<file path="src/rtl/hdlc_dfr_pkg.sv">
package hdlc_dfr_pkg;

    localparam int FLAG_LEN  = 8;
    localparam int STUFF_RUN = 5;
    localparam int FLAG_RUN  = 6;
    localparam int ABORT_RUN = 7;
    localparam int OCTET_W   = 8;
    localparam int RUN_W     = $clog2(ABORT_RUN + 1);

    // What a single accepted line bit means, judged by the run of 1s before it
    typedef enum logic [1:0] {
        EV_DATA  = 2'd0,
        EV_STUFF = 2'd1,
        EV_FLAG  = 2'd2,
        EV_ABORT = 2'd3
    } line_ev_e;

    // One position of the lookahead line
    typedef struct packed {
        logic keep;
        logic val;
    } slot_t;

    function automatic line_ev_e classify(input logic [RUN_W-1:0] run, input logic b);
        if (b) begin
            if (run == RUN_W'(FLAG_RUN)) return EV_ABORT;
            return EV_DATA;
        end
        if (run == RUN_W'(FLAG_RUN))  return EV_FLAG;
        if (run == RUN_W'(STUFF_RUN)) return EV_STUFF;
        return EV_DATA;
    endfunction

    function automatic logic [RUN_W-1:0] next_run(input logic [RUN_W-1:0] run, input logic b);
        if (!b) return '0;
        if (run == RUN_W'(ABORT_RUN)) return run;
        return run + RUN_W'(1);
    endfunction

endpackage

</file>
<file path="src/rtl/hdlc_run_tracker.sv">
module hdlc_run_tracker
    import hdlc_dfr_pkg::*;
(
    input  logic     clk,
    input  logic     rst,
    input  logic     bit_en,
    input  logic     bit_in,
    output line_ev_e ev
);

    logic [RUN_W-1:0] run_q;

    always_ff @(posedge clk) begin
        if (rst) begin
            run_q <= '0;
        end else if (bit_en) begin
            run_q <= next_run(run_q, bit_in);
        end
    end

    always_comb begin
        ev = classify(run_q, bit_in);
    end


    abort_run_chk: assert property (@(posedge clk) disable iff (rst)
        (bit_en && ev == EV_ABORT) |=> (run_q == RUN_W'(ABORT_RUN)));

endmodule

</file>
<file path="src/rtl/hdlc_slot_line.sv">
module hdlc_slot_line
    import hdlc_dfr_pkg::*;
#(
    parameter int DEPTH = FLAG_LEN
) (
    input  logic  clk,
    input  logic  rst,
    input  logic  shift,
    input  logic  flush,
    input  slot_t din,
    output slot_t dout
);

    logic [DEPTH-1:0] vals_q;
    logic [DEPTH-1:0] keeps_q;

    always_ff @(posedge clk) begin
        if (rst) begin
            vals_q  <= '0;
            keeps_q <= '0;
        end else if (shift) begin
            if (flush) begin
                vals_q  <= '0;
                keeps_q <= '0;
            end else begin
                vals_q  <= {vals_q[DEPTH-2:0], din.val};
                keeps_q <= {keeps_q[DEPTH-2:0], din.keep};
            end
        end
    end

    always_comb begin
        dout.val  = vals_q[DEPTH-1];
        dout.keep = keeps_q[DEPTH-1];
    end

endmodule

</file>
<file path="src/rtl/hdlc_frame_tracker.sv">
module hdlc_frame_tracker
    import hdlc_dfr_pkg::*;
#(
    parameter int MIN_BITS = 32
) (
    input  logic               clk,
    input  logic               rst,
    input  logic               bit_en,
    input  line_ev_e           ev,
    input  slot_t              exit_s,
    output logic               in_frame,
    output logic               out_bit,
    output logic               out_valid,
    output logic               out_sof,
    output logic [OCTET_W-1:0] octet_data,
    output logic               octet_valid,
    output logic               frame_end,
    output logic               frame_runt,
    output logic               frame_abort,
    output logic               frame_misaligned
);

    localparam int CNT_W = $clog2(MIN_BITS + 1);
    localparam int POS_W = $clog2(OCTET_W);

    logic [CNT_W-1:0]   cnt_q, cnt_inc;
    logic [POS_W-1:0]   pos_q, pos_inc;
    logic [OCTET_W-1:0] sh_q, sh_next;
    logic               emit;

    always_comb begin
        emit    = exit_s.keep && (ev != EV_ABORT);
        cnt_inc = cnt_q;
        if (emit && cnt_q != CNT_W'(MIN_BITS)) cnt_inc = cnt_q + CNT_W'(1);
        pos_inc = emit ? pos_q + POS_W'(1) : pos_q;
        sh_next = {exit_s.val, sh_q[OCTET_W-1:1]};
    end

    always_ff @(posedge clk) begin
        if (rst) begin
            in_frame         <= 1'b0;
            cnt_q            <= '0;
            pos_q            <= '0;
            sh_q             <= '0;
            out_bit          <= 1'b0;
            out_valid        <= 1'b0;
            out_sof          <= 1'b0;
            octet_data       <= '0;
            octet_valid      <= 1'b0;
            frame_end        <= 1'b0;
            frame_runt       <= 1'b0;
            frame_abort      <= 1'b0;
            frame_misaligned <= 1'b0;
        end else begin
            out_bit          <= 1'b0;
            out_valid        <= 1'b0;
            out_sof          <= 1'b0;
            octet_data       <= '0;
            octet_valid      <= 1'b0;
            frame_end        <= 1'b0;
            frame_runt       <= 1'b0;
            frame_abort      <= 1'b0;
            frame_misaligned <= 1'b0;
            if (bit_en) begin
                if (emit) begin
                    out_bit   <= exit_s.val;
                    out_valid <= 1'b1;
                    out_sof   <= (cnt_q == '0);
                    cnt_q     <= cnt_inc;
                    pos_q     <= pos_inc;
                    sh_q      <= sh_next;
                    if (pos_q == POS_W'(OCTET_W - 1)) begin
                        octet_valid <= 1'b1;
                        octet_data  <= sh_next;
                    end
                end
                if (ev == EV_FLAG) begin
                    if (in_frame && cnt_inc != '0) begin
                        if (cnt_inc < CNT_W'(MIN_BITS)) begin
                            frame_runt <= 1'b1;
                        end else begin
                            frame_end        <= 1'b1;
                            frame_misaligned <= (pos_inc != '0);
                        end
                    end
                    in_frame <= 1'b1;
                    cnt_q    <= '0;
                    pos_q    <= '0;
                end else if (ev == EV_ABORT) begin
                    if (in_frame) frame_abort <= 1'b1;
                    in_frame <= 1'b0;
                    cnt_q    <= '0;
                    pos_q    <= '0;
                end
            end
        end
    end


    strobe_after_bit_chk: assert property (@(posedge clk) disable iff (rst)
        (out_valid || frame_end || frame_runt || frame_abort) |-> $past(bit_en));

    one_outcome_chk: assert property (@(posedge clk) disable iff (rst)
        $onehot0({frame_end, frame_runt, frame_abort}));

    abort_quiet_chk: assert property (@(posedge clk) disable iff (rst)
        frame_abort |=> !out_valid);

    end_flush_chk: assert property (@(posedge clk) disable iff (rst)
        (frame_end || frame_runt) |=> !out_valid);

    misalign_with_end_chk: assert property (@(posedge clk) disable iff (rst)
        frame_misaligned |-> frame_end);

    sof_valid_chk: assert property (@(posedge clk) disable iff (rst)
        out_sof |-> out_valid);

    octet_valid_chk: assert property (@(posedge clk) disable iff (rst)
        octet_valid |-> out_valid);

endmodule

</file>
<file path="src/rtl/hdlc_deframer.sv">
module hdlc_deframer
    import hdlc_dfr_pkg::*;
#(
    parameter int MIN_BITS = 32
) (
    input  logic       clk,
    input  logic       rst,
    input  logic       bit_en,
    input  logic       bit_in,
    output logic       out_bit,
    output logic       out_valid,
    output logic       out_sof,
    output logic [7:0] octet_data,
    output logic       octet_valid,
    output logic       frame_end,
    output logic       frame_runt,
    output logic       frame_abort,
    output logic       frame_misaligned
);

    line_ev_e ev;
    slot_t    slot_in, slot_out;
    logic     in_frame;
    logic     flush;

    hdlc_run_tracker u_run (
        .clk    (clk),
        .rst    (rst),
        .bit_en (bit_en),
        .bit_in (bit_in),
        .ev     (ev)
    );

    always_comb begin
        slot_in.val  = bit_in;
        slot_in.keep = in_frame && (ev == EV_DATA);
        flush        = (ev == EV_FLAG) || (ev == EV_ABORT);
    end

    hdlc_slot_line #(.DEPTH(FLAG_LEN)) u_line (
        .clk   (clk),
        .rst   (rst),
        .shift (bit_en),
        .flush (flush),
        .din   (slot_in),
        .dout  (slot_out)
    );

    hdlc_frame_tracker #(.MIN_BITS(MIN_BITS)) u_trk (
        .clk              (clk),
        .rst              (rst),
        .bit_en           (bit_en),
        .ev               (ev),
        .exit_s           (slot_out),
        .in_frame         (in_frame),
        .out_bit          (out_bit),
        .out_valid        (out_valid),
        .out_sof          (out_sof),
        .octet_data       (octet_data),
        .octet_valid      (octet_valid),
        .frame_end        (frame_end),
        .frame_runt       (frame_runt),
        .frame_abort      (frame_abort),
        .frame_misaligned (frame_misaligned)
    );

endmodule

</file>
<file path="config.mk">
export PLATFORM = sky130hd
export DESIGN_NAME = hdlc_deframer
export DESIGN_NICKNAME = d
export VERILOG_FILES = /design/src/rtl/hdlc_dfr_pkg.sv /design/src/rtl/hdlc_run_tracker.sv /design/src/rtl/hdlc_slot_line.sv /design/src/rtl/hdlc_frame_tracker.sv /design/src/rtl/hdlc_deframer.sv
export SDC_FILE = /design/constraint.sdc
export NUM_CORES = 1
export LEC_CHECK = 0
export ABC_AREA = 1
export BUFFER_PORTS_ARGS = -buffer_cell sky130_fd_sc_hd__buf_2
export CAP_MARGIN = 10
export CORE_MARGIN = 5
export CORE_UTILIZATION = 26
export DETAILED_ROUTE_END_ITERATION = 12
export GPL_TIMING_DRIVEN = 1
export PLACE_DENSITY = 0.49
export SLEW_MARGIN = 20
export SYNTH_ARGS = -nofsm -noshare
export SYNTH_HDL_FRONTEND = slang
export SYNTH_HIERARCHICAL = 1
export SYNTH_SLANG_ARGS = --single-unit
</file>
<file path="constraint.sdc">
create_clock -name clk -period 2.7 [get_ports clk]
set_clock_uncertainty 0.2 [all_clocks]
set_input_delay 0.27 -clock clk [delete_from_list [all_inputs] [get_ports clk]]
set_output_delay 0.27 -clock clk [all_outputs]
set_load 0.01 [all_outputs]
</file>
==> flow_summary.json <==
{
  "status": "completed",
  "cts_hold_buffers": 0,
  "cp_max_fo": 13,
  "groute.usage.overall_pct": 8.243,
  "top_level_i_o_count": 20,
  "cp.required_ns": 2.74,
  "fp.dieH_um": 104.6,
  "min-delay-path-class": "in2reg",
  "row_count": 34,
  "max-clock-path-buffers": 2,
  "post_synthesis_instance_total": 287,
  "core_region_area_um2": 8721,
  "floorplan.initialDensity_pct": 26.66,
  "grt_first_pass_wirelength_mm": 7.569,
  "cts_post_setup_buffers_inserted": 0,
  "synthDistinctLibCells": 33,
  "powerDensity_nw_per_um2": 496.9,
  "synth.largest_area_cell": "sky130_fd_sc_hd__dfxtp_1",
  "holdPathEnd": "u_line/vals_q[0]",
  "multi_input_comb_area_um2": 1051,
  "cts_tree": "built",
  "cts_made_buffers": 5,
  "antenna_cells_inserted": 0,
  "cts.sink_count": 52,
  "worst-r2r-setup-slack_ns": 0.37,
  "die_extent_in_x_um": 104.6,
  "antenna_left": 0,
  "worstReg2RegEnd": "u_trk/cnt_q[2]",
  "cts.htree.levels": 2,
  "vias_post_dr": 1779,
  "synth_sequential_area_ratio_pct": 44.78,
  "fraction_of_final_layout_cells_with_drive_strength_greater_than_1_pct": 26.23,
  "design.die.area_um2": 10930,
  "synth_top_area_share_pct": 44.78,
  "fin_crit_ns": 2.331,
  "synth_fa_ha_area_share_pct": 4.306,
  "synth-warning-count": 6,
  "clock-root-buffer": "sky130_fd_sc_hd__clkbuf_8",
  "post_cts_resize_count": 0,
  "worst_slew_margin_rel_pct": 59.36,
  "post_dp_area_um2": 2480,
  "muxShareOfSynthArea_pct": 0,
  "timing.max_cap.violations": 0,
  "detail_route.vias_per_cell": 4.308,
  "drcViolationCount": 0,
  "starting_drc_count_in_detailed_routing": 78,
  "number_of_hold_violations_in_the_final_report": 0,
  "synthSimpleGateAreaFrac_pct": 27.88,
  "synth_xor_xnor_area_share_pct": 0,
  "area.growth.synth_to_final_pct": 10.55,
  "layout_filler_cell_count": 930,
  "worst_setup_hold_path_clk_slew_ns": 0.10,
  "post_synth.cell_area_avg_um2": 8.100,
  "grt_antenna_before_repair": 0,
  "mappedNetlistArea_um2": 2325,
  "grt_pass1_vias": 1603,
  "total_of_flip_flops_plus_latches_after_synthesis": 52,
  "worst-slew-pin-transition_ns": 0.6040,
  "setup_repair_after_global_routing_missed_its_margin": "no",
  "setup_total_negative_slack_ns": 0,
  "sequential_cell_area_um2": 1041,
  "synth_area_leaders": "sky130_fd_sc_hd__dfxtp_1 45%, sky130_fd_sc_hd__nand2_1 8.4%, sky130_fd_sc_hd__a21oi_2 5.3%, sky130_fd_sc_hd__nand3_1 5.2%, sky130_fd_sc_hd__inv_1 4.7%",
  "crit-reg2reg-launch": "u_run/run_q[0]",
  "power_leakage_nw": 1.004,
  "gp_congestion": 0.8492,
  "worst_setup_path_start_kind": "flip-flop",
  "mappedNetlistNets": 299,
  "clock_latency_ns": 0.30,
  "hold_crit_depth": 3,
  "element_type_at_the_critical_path_end": "flip-flop",
  "synth_compound_gate_area_share_pct": 13.02,
  "worst-endpoint-arrival_ns": 2.37,
  "layout_worst_path_cycle_share_pct": 86.32,
  "crit_type": "reg2reg",
  "vdd.ir_drop.worst_mv": 0.2265,
  "globalRoute.totalOverflow": 0,
  "timing.final.max_slew_violations": 0,
  "setup_violations": 0,
  "dp.final_hpwl_mm": 3.064,
  "combinational_family_with_the_most_area_after_synthesis": "simple AND/OR/NAND/NOR gates",
  "cell_depth_of_the_worst_flop_to_flop_path": 12,
  "highest_count_cells_in_the_layout_ignoring_fill_and_taps": "52 x sky130_fd_sc_hd__nand2_1, 52 x sky130_fd_sc_hd__dfxtp_1, 29 x sky130_fd_sc_hd__inv_1",
  "io_buffer_count": 19,
  "hold_path.startpoint": "bit_in",
  "drt_wl_total_mm": 4.399,
  "max_freq_ghz": 0.4291,
  "route.detailed.wl_per_inst_um": 10.65,
  "design.final.nets": 316,
  "final_non_filler_cell_area_um2": 2570,
  "largest_net_degree_at_the_start_of_global_routing": 21,
  "detail_route.first_pass.iterations": 4
}
## worst max-delay path by stage
stage | startpoint | endpoint | depth (start not counted)
global placement | u_run/run_q[0] | u_trk/cnt_q[1] | 12
detailed placement | u_run/run_q[0] | u_trk/cnt_q[1] | 12
finish | u_run/run_q[0] | u_trk/cnt_q[2] | 12
floorplan | u_run/run_q[0] | u_trk/frame_end | 16
CTS | u_run/run_q[0] | u_trk/cnt_q[1] | 12
global route | u_run/run_q[0] | u_trk/cnt_q[4] | 12
## state kept, by name, indices dropped and copies added, names as in the netlist, 3 cells and up
name / cells
u_line/keeps_q: 8
u_run/run_q: 3
u_trk/pos_q: 3
u_trk/cnt_q: 6
u_trk/octet_data: 8
u_trk/sh_q: 7
u_line/vals_q: 8
## cells by family (layout without fill, tap and decap cells)
group,after synthesis,in the layout
flip-flops,52,52
AO/OA/AOI/OAI,48,48
AND/OR/NAND/NOR,133,133
buffers and inverters,46,64
adder cells (fa/ha/maj),8,8
## power breakdown
group	leakage, nW	internal (mW)	total, mW	switching, mW
registers	0.419	0.771	0.775	0.00441
clock network	0.0445	0.185	0.449	0.265
logic	0.540	0.0144	0.0522	0.0378
total	1.00	0.970	1.28	0.307
## cells in the mapped netlist, drive strengths merged
cell and count:
ha 8, inv 34, o21bai 1, buf 9, dfxtp 52, nand2 69
nor4 1, a31o 1, or2 1, nand4 3, o21ai 12, clkbuf 2
nand3 30, a21oi 34, clkinv 1, nor2 28, nor3 1
## stage by stage
step	setup slack (ns)	hold slack (ns)	power, mW	utilization, %	cells
after global placement	0.4308	0.2199	0.8461	28.44	405
after floorplan	0.6494	0.1324	0.8369	-	287
after detailed placement	0.3789	0.2167	0.8464	28.44	405
after global routing	0.1317	0.09574	1.337	29.47	413
after CTS	0.3599	0.06758	1.307	29.47	413
final	0.3693	0.08946	1.277	29.47	413
## layer usage
layer	share of wire (%)	global-route usage, %	vias up
met4	1.8	3.330	0
met5	0	0	-
met2	39	11.18	30
met1	54	12.30	789
li1	-	-	954
met3	5.0	2.096	6
## worst max-delay path: stages (launching register included)
cell and delay, ns:
sky130_fd_sc_hd__dfxtp_1 0.42, sky130_fd_sc_hd__inv_1 0.06, sky130_fd_sc_hd__ha_1 0.19, sky130_fd_sc_hd__nand2_1 0.09
sky130_fd_sc_hd__o21ai_0 0.17, sky130_fd_sc_hd__nand2_2 0.16, sky130_fd_sc_hd__nand2_4 0.11, sky130_fd_sc_hd__nor2_4 0.23
sky130_fd_sc_hd__inv_2 0.06, sky130_fd_sc_hd__or2_4 0.24, sky130_fd_sc_hd__clkinv_2 0.13, sky130_fd_sc_hd__nand3_2 0.09
sky130_fd_sc_hd__a21oi_2 0.12
## cell type report
cell class	instances	share of cell area, %
Multi-Input combinational cell	189	40.90
Sequential cell	52	40.51
Inverter	35	5.550
Tap cell	108	5.258
Timing Repair Buffer	21	4.284
Clock buffer	5	2.678
Clock inverter	3	0.8277
No activity file was read; power rests on OpenSTA's default activity.
